### src/rtl/bootswap_pkg.sv
// Package: shared types for the boot image overlay swap controller.
// Assumes: nothing beyond standard SystemVerilog.
package bootswap_pkg;

    // Copy engine sequencing states
    typedef enum logic [1:0] {
        CP_IDLE  = 2'd0,
        CP_REQ   = 2'd1,
        CP_COPY  = 2'd2,
        CP_FLUSH = 2'd3
    } cp_state_t;

endpackage

### src/rtl/bsw_io_decode.sv
// Module: bsw_io_decode
// Decodes CPU I/O write strobes against the two control ports. It gives a
// registered acknowledge and one-cycle hit pulses for each port.
// Assumes: io_wr is a single-cycle strobe per I/O write.
module bsw_io_decode #(
    parameter int          PW       = 8,
    parameter logic [PW-1:0] PORT_OFF = 8'h38,
    parameter logic [PW-1:0] PORT_ON  = 8'h39
) (
    input  logic          clk,
    input  logic          rst_n,
    input  logic          io_wr,
    input  logic [PW-1:0] io_port,
    output logic          io_ack,
    output logic          off_hit,
    output logic          on_hit
);

    logic is_off;
    logic is_on;

    // Purpose: compare the strobed port against both control ports
    always_comb begin
        is_off = (io_port == PORT_OFF);
        is_on  = (io_port == PORT_ON);
    end

    // Purpose: register the acknowledge and the per-port hit pulses
    always_ff @(posedge clk) begin
        if (!rst_n) begin
            io_ack  <= 1'b0;
            off_hit <= 1'b0;
            on_hit  <= 1'b0;
        end else begin
            io_ack  <= io_wr && (is_off || is_on);
            off_hit <= io_wr && is_off;
            on_hit  <= io_wr && is_on;
        end
    end

endmodule

### src/rtl/bsw_copy_engine.sv
// Module: bsw_copy_engine
// Requests the bus, waits for the grant and copies 2**AW bytes from a
// synchronous ROM into SRAM in ascending order, then releases the bus.
// Assumes: the ROM returns data one cycle after the address. A start pulse
// that arrives outside the idle state is dropped.
module bsw_copy_engine
    import bootswap_pkg::*;
#(
    parameter int AW = 11
) (
    input  logic          clk,
    input  logic          rst_n,
    input  logic          start,
    input  logic          busak_n,
    output logic          busrq_n,
    output logic [AW-1:0] rom_addr,
    output logic          sram_we,
    output logic [AW-1:0] sram_addr,
    output logic          done
);

    localparam logic [AW-1:0] LAST = {AW{1'b1}};

    cp_state_t     state;
    logic [AW-1:0] cnt;
    logic          wr_v;
    logic [AW-1:0] wr_addr;

    // Purpose: sequence request, grant wait, read stream and final write
    always_ff @(posedge clk) begin
        if (!rst_n) begin
            state <= CP_IDLE;
            cnt   <= '0;
        end else begin
            unique case (state)
                CP_IDLE:  if (start) state <= CP_REQ;
                CP_REQ:   if (!busak_n) begin
                              state <= CP_COPY;
                              cnt   <= '0;
                          end
                CP_COPY:  begin
                              cnt <= cnt + 1'b1;
                              if (cnt == LAST) state <= CP_FLUSH;
                          end
                CP_FLUSH: state <= CP_IDLE;
                default:  state <= CP_IDLE;
            endcase
        end
    end

    // Purpose: delay each issued read by the ROM latency to form the write
    always_ff @(posedge clk) begin
        if (!rst_n) begin
            wr_v    <= 1'b0;
            wr_addr <= '0;
        end else begin
            wr_v    <= (state == CP_COPY);
            wr_addr <= cnt;
        end
    end

    // Purpose: drive the engine outputs from its registers
    always_comb begin
        busrq_n   = (state == CP_IDLE);
        rom_addr  = cnt;
        sram_we   = wr_v;
        sram_addr = wr_addr;
        done      = (state == CP_FLUSH);
    end

endmodule

### src/rtl/bootswap_ctrl.sv
// Module: bootswap_ctrl (top)
// Overlay control for the boot image. Port PORT_OFF clears the overlay flag.
// Port PORT_ON restores the image into low SRAM by a bus-mastered copy and
// then sets the flag.
// Assumes: single-cycle io_wr strobes and a ROM with one cycle of read latency.
module bootswap_ctrl #(
    parameter int             AW       = 11,
    parameter int             DW       = 8,
    parameter int             PW       = 8,
    parameter logic [PW-1:0]  PORT_OFF = 8'h38,
    parameter logic [PW-1:0]  PORT_ON  = 8'h39
) (
    input  logic          clk,
    input  logic          rst_n,
    input  logic          io_wr,
    input  logic [PW-1:0] io_port,
    output logic          io_ack,
    output logic          busrq_n,
    input  logic          busak_n,
    output logic [AW-1:0] rom_addr,
    input  logic [DW-1:0] rom_rdata,
    output logic          sram_we,
    output logic [AW-1:0] sram_addr,
    output logic [DW-1:0] sram_wdata,
    output logic          overlay_on
);

    logic off_hit;
    logic on_hit;
    logic done;

    bsw_io_decode #(
        .PW       (PW),
        .PORT_OFF (PORT_OFF),
        .PORT_ON  (PORT_ON)
    ) u_dec (
        .clk     (clk),
        .rst_n   (rst_n),
        .io_wr   (io_wr),
        .io_port (io_port),
        .io_ack  (io_ack),
        .off_hit (off_hit),
        .on_hit  (on_hit)
    );

    bsw_copy_engine #(
        .AW (AW)
    ) u_eng (
        .clk       (clk),
        .rst_n     (rst_n),
        .start     (on_hit),
        .busak_n   (busak_n),
        .busrq_n   (busrq_n),
        .rom_addr  (rom_addr),
        .sram_we   (sram_we),
        .sram_addr (sram_addr),
        .done      (done)
    );

    // Purpose: ROM data arrives aligned with the delayed write strobe
    assign sram_wdata = rom_rdata;

    // Purpose: hold the overlay flag; copy completion wins over an unmap write
    always_ff @(posedge clk) begin
        if (!rst_n)       overlay_on <= 1'b1;
        else if (done)    overlay_on <= 1'b1;
        else if (off_hit) overlay_on <= 1'b0;
    end

endmodule

### config.mk
export PLATFORM = sky130hd
export DESIGN_NAME = bootswap_ctrl
export DESIGN_NICKNAME = d
export VERILOG_FILES = /design/src/rtl/bootswap_pkg.sv /design/src/rtl/bsw_io_decode.sv /design/src/rtl/bsw_copy_engine.sv /design/src/rtl/bootswap_ctrl.sv
export SDC_FILE = /design/constraint.sdc
export NUM_CORES = 1
export LEC_CHECK = 0
export CAP_MARGIN = 10
export CORE_MARGIN = 3
export CORE_UTILIZATION = 60
export CTS_CLUSTER_DIAMETER = 40
export DETAILED_ROUTE_END_ITERATION = 12
export DONT_BUFFER_PORTS = 1
export GPL_ROUTABILITY_DRIVEN = 0
export MAX_ROUTING_LAYER = met4
export PLACE_DENSITY = 0.76
export SYNTH_ARGS = -nofsm -noshare
export SYNTH_HDL_FRONTEND = slang
export SYNTH_SLANG_ARGS = --single-unit
export TNS_END_PERCENT = 1
### constraint.sdc
create_clock -name clk -period 2.5 [get_ports clk]
set_input_delay 0.125 -clock clk [delete_from_list [all_inputs] [get_ports clk]]
set_output_delay 0.125 -clock clk [all_outputs]
set_load 0.03 [all_outputs]
# [Word-level counts from Yosys, hierarchy flattened]
# Index checks and enable logic that the tools add are counted.
[totals] elab_cells=34 in_bits=20 regBits=29 output_inout_bits=34
[op_classes] n_mux=6 bitwise_logic=1 reduce_logical=9 n_addsub=1 eq_ne=9
[op_table] operator="11-bit one-hot mux with 2 select lines" n=1
[op_table] operator="8-bit by 6-bit == test with 1-bit output, second input constant" n=2
[op_table] operator="11-bit by 1-bit adder with 11-bit output, second input constant" n=1
[op_table] operator="11-bit == test, second input constant" n=1
[op_table] operator="11-bit two-way mux" n=1
[op_table] operator="2-bit one-hot mux with 4 select lines" n=1
[op_table] operator="2-bit two-way mux" n=3
[op_table] operator="2-bit == test, second input constant" n=2
[op_table] operator="2-bit by 1-bit != test with 1-bit output, second input constant" n=2
[op_table] operator="1-bit logical AND" n=3
[op_table] operator="3-bit AND reduction" n=1
[op_table] operator="2-bit by 1-bit == test with 1-bit output, second input constant" n=1
[op_table] operator="2-bit logical NOT" n=1
[op_table] operator="2-bit != test, second input constant" n=1
[op_table] operator="2-bit AND reduction" n=1
[op_table] operator="2-bit nonzero test" n=1
[op_table] operator="2-bit OR reduction" n=1
[op_table] operator="1-bit logical OR" n=1
[op_table] operator="1-bit inverter" n=1

# [Depth between registers and ports, before layout]
[depth] depth_word=3 mapped_depth=8

# [Cells and area by module]
# From an unflattened synthesis, not the netlist that was laid out.
[hier_totals] hier_cells=130 hier_area_um2=1238.7
[by_module_without_submodules] module="bsw_copy_engine" cells_each=107 seq_area_each_um2=500.5 area_per_inst_um2=1028.5 n_inst=1
[by_module_without_submodules] module="bsw_io_decode" cells_each=12 seq_area_each_um2=60.1 area_per_inst_um2=116.4 n_inst=1
[by_module_without_submodules] module="bootswap_ctrl" cells_each=11 seq_area_each_um2=20.0 area_per_inst_um2=93.8 n_inst=1

# [Least setup slack after synthesis]
# Ideal clock, no wire load.
[synth_path] path_kind="register to register" start="reg u_eng.state[0]" end="reg u_eng.cnt[7], in the netlist u_eng.rom_addr[7]" path_slack_ns=0.690 arrival_ns=1.689 path_stages_with_launch=9 setup_time_ns=0.121 t_required_ns=2.379 path_cell_list="dfxtp_1 -> inv_1 -> ha_1 -> buf_6 -> or2_1 -> buf_6 -> and4b_4 -> nand3_2 -> mux2_4"
[synth_via] elab_chain_cells=3 elab_cells_between_ends=6 cone_classes="3 x eq/ne; 1 x mux; 2 x reduce/logical"
[synth_lines] element="start: declaration" line="bsw_copy_engine.sv:24" text="cp_state_t state;"
[synth_lines] element="start signal: assignment" line="bsw_copy_engine.sv:32" text="state <= CP_IDLE;"
[synth_lines] element="start signal: assignment" line="bsw_copy_engine.sv:36" text="CP_IDLE: if (start) state <= CP_REQ;"
[synth_lines] element="start signal: assignment" line="bsw_copy_engine.sv:38" text="state <= CP_COPY;"
[synth_lines] element="2-bit by 1-bit == test with 1-bit output or 2-bit == test (tied branches)" line="bsw_copy_engine.sv:35" text="unique case (state)"
[synth_lines] element="2-bit != test (no source line) or 2-bit nonzero test (tied branches)"
[synth_lines] element="2-bit AND reduction (no source line)"
[synth_lines] element="end signal: assignment" line="bsw_copy_engine.sv:42" text="cnt <= cnt + 1'b1;"
[synth_lines] element="end: declaration" line="bsw_copy_engine.sv:25" text="logic [AW-1:0] cnt;"
# Parallel ways exist; a longest one is shown, timed or not.
# A chain may end at the register's enable or synchronous reset.

==> results by group <==
Run status
  • Status: complete, no violations

Setup path
  • R2R cell count: 6
  • Crit-path leading delay family: buffers and inverters
  • Worst r2r dst: u_eng.rom_addr[7]
  • Worst path arrival time: 2.22 ns
  • Critical path launch point type: primary input
  • Crit path kind: primary input to flop
  • Req. time, crit path: 2.77 ns
  • CP max FO: 20
  • Buffers & Inverters on Critical Path: 2
  • R2R setup slack: 0.60 ns
  • R2r startpoint: u_eng.state[0]
  • Slowest stage delay, CP: 0.95 ns
  • CP Cell Sequence: dlygate4sd3_1, nor4b_1, nor2b_1, dlygate4sd3_1
  • Most frequent CP cell: dlygate4sd3_1
  • Critical path's slowest cell: dlygate4sd3_1
  • CP Capture Type: flop

Final layout
  • Layout area overhead: 7.58%
  • Share of cells above drive strength 1: 13.2%
  • N_diodes: 0
  • Multi-input gate area: between 500 and 600 um2
  • Final Util: about 70%
  • Fillers: roughly 150
  • Sequential cell area: just under 600 um2
  • Cell area after layout: about 1400 um2
  • Fin nets: around 150

STA
  • Slew HR: 56.8%
  • RSZ-0062 raised after global routing: false
  • Worst Slack Setup Final: 0.548 ns
  • Final hold vios: 0
  • Max Clk Rate: 512 MHz
  • Tcrit/Tclk final: 78.1%
  • Setup TNS: 0 ns
  • Tmin final: 1.95 ns
  • Finish-stage setup viols: 0
  • Skew final: 0.00365 ns
  • Slew @ Worst Pin: 0.645 ns
  • Fin. max-slew vios: 0

Yosys
  • Simple-gate area share of the yosys netlist: 24.8%
  • Synth Flop Type: dfxtp_1
  • YS warnings: 0
  • Share of flip-flops with an asynchronous set or reset: 0%
  • XOR/XNOR share of the synthesized area: 3.44%
  • Adder-cell share of the synthesized area: just under 6%
  • Count of different cell masters after synthesis: 38
  • Synth Area in Compound Gates: 8.17%
  • Gate Count Post-Synth: 126
  • Top-count cell post-synth: dfxtp_1
  • Seq/Total Area, Yosys: about 46%
  • Mapped Avg Cell Area: 10.1 um2
  • Largest family of logic cells by synthesized area: simple AND/OR/NAND/NOR gates
  • Cell taking the most area after synthesis: dfxtp_1
  • Top cells by area, synth: dfxtp_1 46%, and2_1 6.9%, ha_1 5.9%
  • Portion of netlist area occupied by mux cells: around 2.8%
  • Number of synthesized register bits: 29
  • Top cells by count, synth: 29 x dfxtp_1, 14 x and2_1, 8 x buf_4
  • Post-synth EDFFs: 0
  • Synthesized cell area: 1270 um2
  • Yosys top cell area share: 45.7%
  • Syn_nets: roughly 150

GRT
  • Gr ovfl total: 0
  • Vias in the first global route: 806
  • Global-route wire length before repair: 3660 um
  • Largest net degree at the start of global routing: 21
  • Global-route usage over all layers: between 10% and 20%
  • Initial antenna violation count: 0

Power
  • Sequential Power Share: ~52%
  • Comb power frac: 4.4%
  • VDD IR max: 446 uV
  • Clock network power share: between 40% and 50%
  • Leakage: 0.540 nW
  • Psw: 0.000180 W
  • PD cells: approximately 660 nW/um2
  • Int Pwr: 0.000716 W
  • Net Sw Frac: 20.1%

Min path
  • Worst Hold Class: primary input to flop
  • WHS Endpoint: u_eng.rom_addr[2]
  • Hold Path Cell Cnt: 2
  • Hold path start: rst_n

Route
  • Via count: 836
  • Drt pass-1 iters: 4
  • Initial DRC count: 7
  • Post-route DRC: 0
  • Vias/cell: 5.36
  • Post-DRT Antenna Nets: 0
  • DR WL/cell: 14.2 um
  • Final wirelength: 2220 um

Clocking
  • H-tree depth: 2
  • Post_cts resized: 0
  • Clk root buf: clkbuf_4
  • TritonCTS Buffers: 5
  • Worst-path clk slew: 0.09 ns
  • Clock Latency Late Sink: 0.32 ns
  • CTS Sinks: 29
  • CTS tree: built
  • Clk buf depth: 2

Die
  • Die width: 52.0 um
  • Core area: approximately 2000 um2
  • Die H: 52.0 um
  • # IOs: 54
  • Starting Density: between 60 and 70%
  • Cell Rows: 16
  • Die area: 2710 um2

Placed design
  • Placement Setup Slack: 0.625 ns
  • Detailed Place HPWL: roughly 1600 um
  • DP Area: 1230 um2
  • Count of port buffers added during placement: 0

Flow run
  • Max-cap viol count: 0
cell families (layout without fill, tap and decap cells):
group	count (synthesis)	after routing
compound gates	12	12
buf+inv	19	22
flops	29	29
simple gates	52	52
mux	3	3
fa+ha+maj	6	6
xor+xnor	5	5
layer usage:
layer | vias up | global-route usage (%) | routed length (um)
met4 | 0 | 10.0 | 58
met2 | 27 | 26.8 | 1040
met3 | 10 | 10.6 | 165
met1 | 377 | 22.6 | 950
met5 | - | - | 0
li1 | 422 | - | -
registers in the layout, summed over array words and instances (netlist names):
| register | cells |
|---|---|
| u_eng.sram_we | 1 |
| u_dec.off_hit | 1 |
| u_eng.rom_addr | 11 |
| overlay_on | 1 |
| u_eng.state | 2 |
| u_dec.on_hit | 1 |
| u_dec.io_ack | 1 |
| u_eng.sram_addr | 11 |
final cells by class:
type | count | area share [%]
multi-input combinational | 78 | 41.9
clock buffer | 7 | 4.03
inverter | 6 | 1.65
sequential | 29 | 42.5
clock inverter | 1 | 2.20
tap | 27 | 2.47
timing repair buffer | 8 | 5.31
worst register-to-register path: cells and delay by family (launching register included):
family | cells | cell delay [ns]
and+or+nand+nor | 3 | 0.70
adders and majority gates | 1 | 0.32
muxes | 1 | 0.29
buffers and inverters | 1 | 0.10
DFF | 1 | 0.39
power by group through the flow:
stage | registers [W] | logic (W) | clock network [W]
final | 0.000465 | 0.0000395 | 0.000392
after global routing | 0.000465 | 0.0000442 | 0.000425
after CTS | 0.000465 | 0.0000399 | 0.000404
after detailed placement | 0.000476 | 0.0000315 | 0
after global placement | 0.000475 | 0.0000299 | 0
after floorplan | 0.000475 | 0.0000566 | 0
repair_timing:
item	in CTS	in global routing
endpoints found under the hold margin	24	0
buffers inserted	0	0
hold buffers	5	0
cell usage in the layout, fill, tap and decap left out, drive strengths merged:
| master | instances |
|---|---|
| nand4 | 6 |
| ha | 6 |
| nand2 | 6 |
| mux2 | 1 |
| o31a | 1 |
| a22oi | 1 |
| and2 | 15 |
| mux2i | 2 |
| or2 | 1 |
| o21ai | 2 |
| nor4b | 1 |
| and4 | 2 |
| dfxtp | 29 |
| nor2 | 7 |
| o31ai | 1 |
| clkbuf | 7 |
| nand3 | 4 |
| nor2b | 3 |
| xor2 | 4 |
| and3 | 1 |
| o21a | 1 |
| inv | 6 |
| xnor2 | 1 |
| nand3b | 2 |
| a31o | 1 |
| bufinv | 1 |
| dlygate4sd3 | 5 |
| a32oi | 1 |
| a21boi | 1 |
| or3 | 1 |
| nor4bb | 1 |
| nand2b | 1 |
| a211oi | 1 |
| and4b | 1 |
| buf | 3 |
| a21oi | 2 |
metrics by stage:
step	instances	hold slack, ns	total power (W)
2_1_floorplan	126	0.197	0.000532
3_3_place_gp	143	0.205	0.000505
3_5_place_dp	143	0.202	0.000507
4_1_cts	156	0.0139	0.000909
5_1_grt	156	0.0102	0.000934
6_report	156	0.0263	0.000896
worst max-delay path by stage:
stage                              start                 to  depth (start not counted)
after floorplan           u_eng.state[0]  u_eng.rom_addr[7]                          8
after global placement    u_eng.state[0]  u_eng.rom_addr[7]                          6
after detailed placement  u_eng.state[0]  u_eng.rom_addr[7]                          6
after CTS                          rst_n      u_dec.off_hit                          4
after global routing               rst_n      u_dec.off_hit                          4
final                              rst_n      u_dec.off_hit                          4
Note: power is estimated with default switching activity, not from simulation.
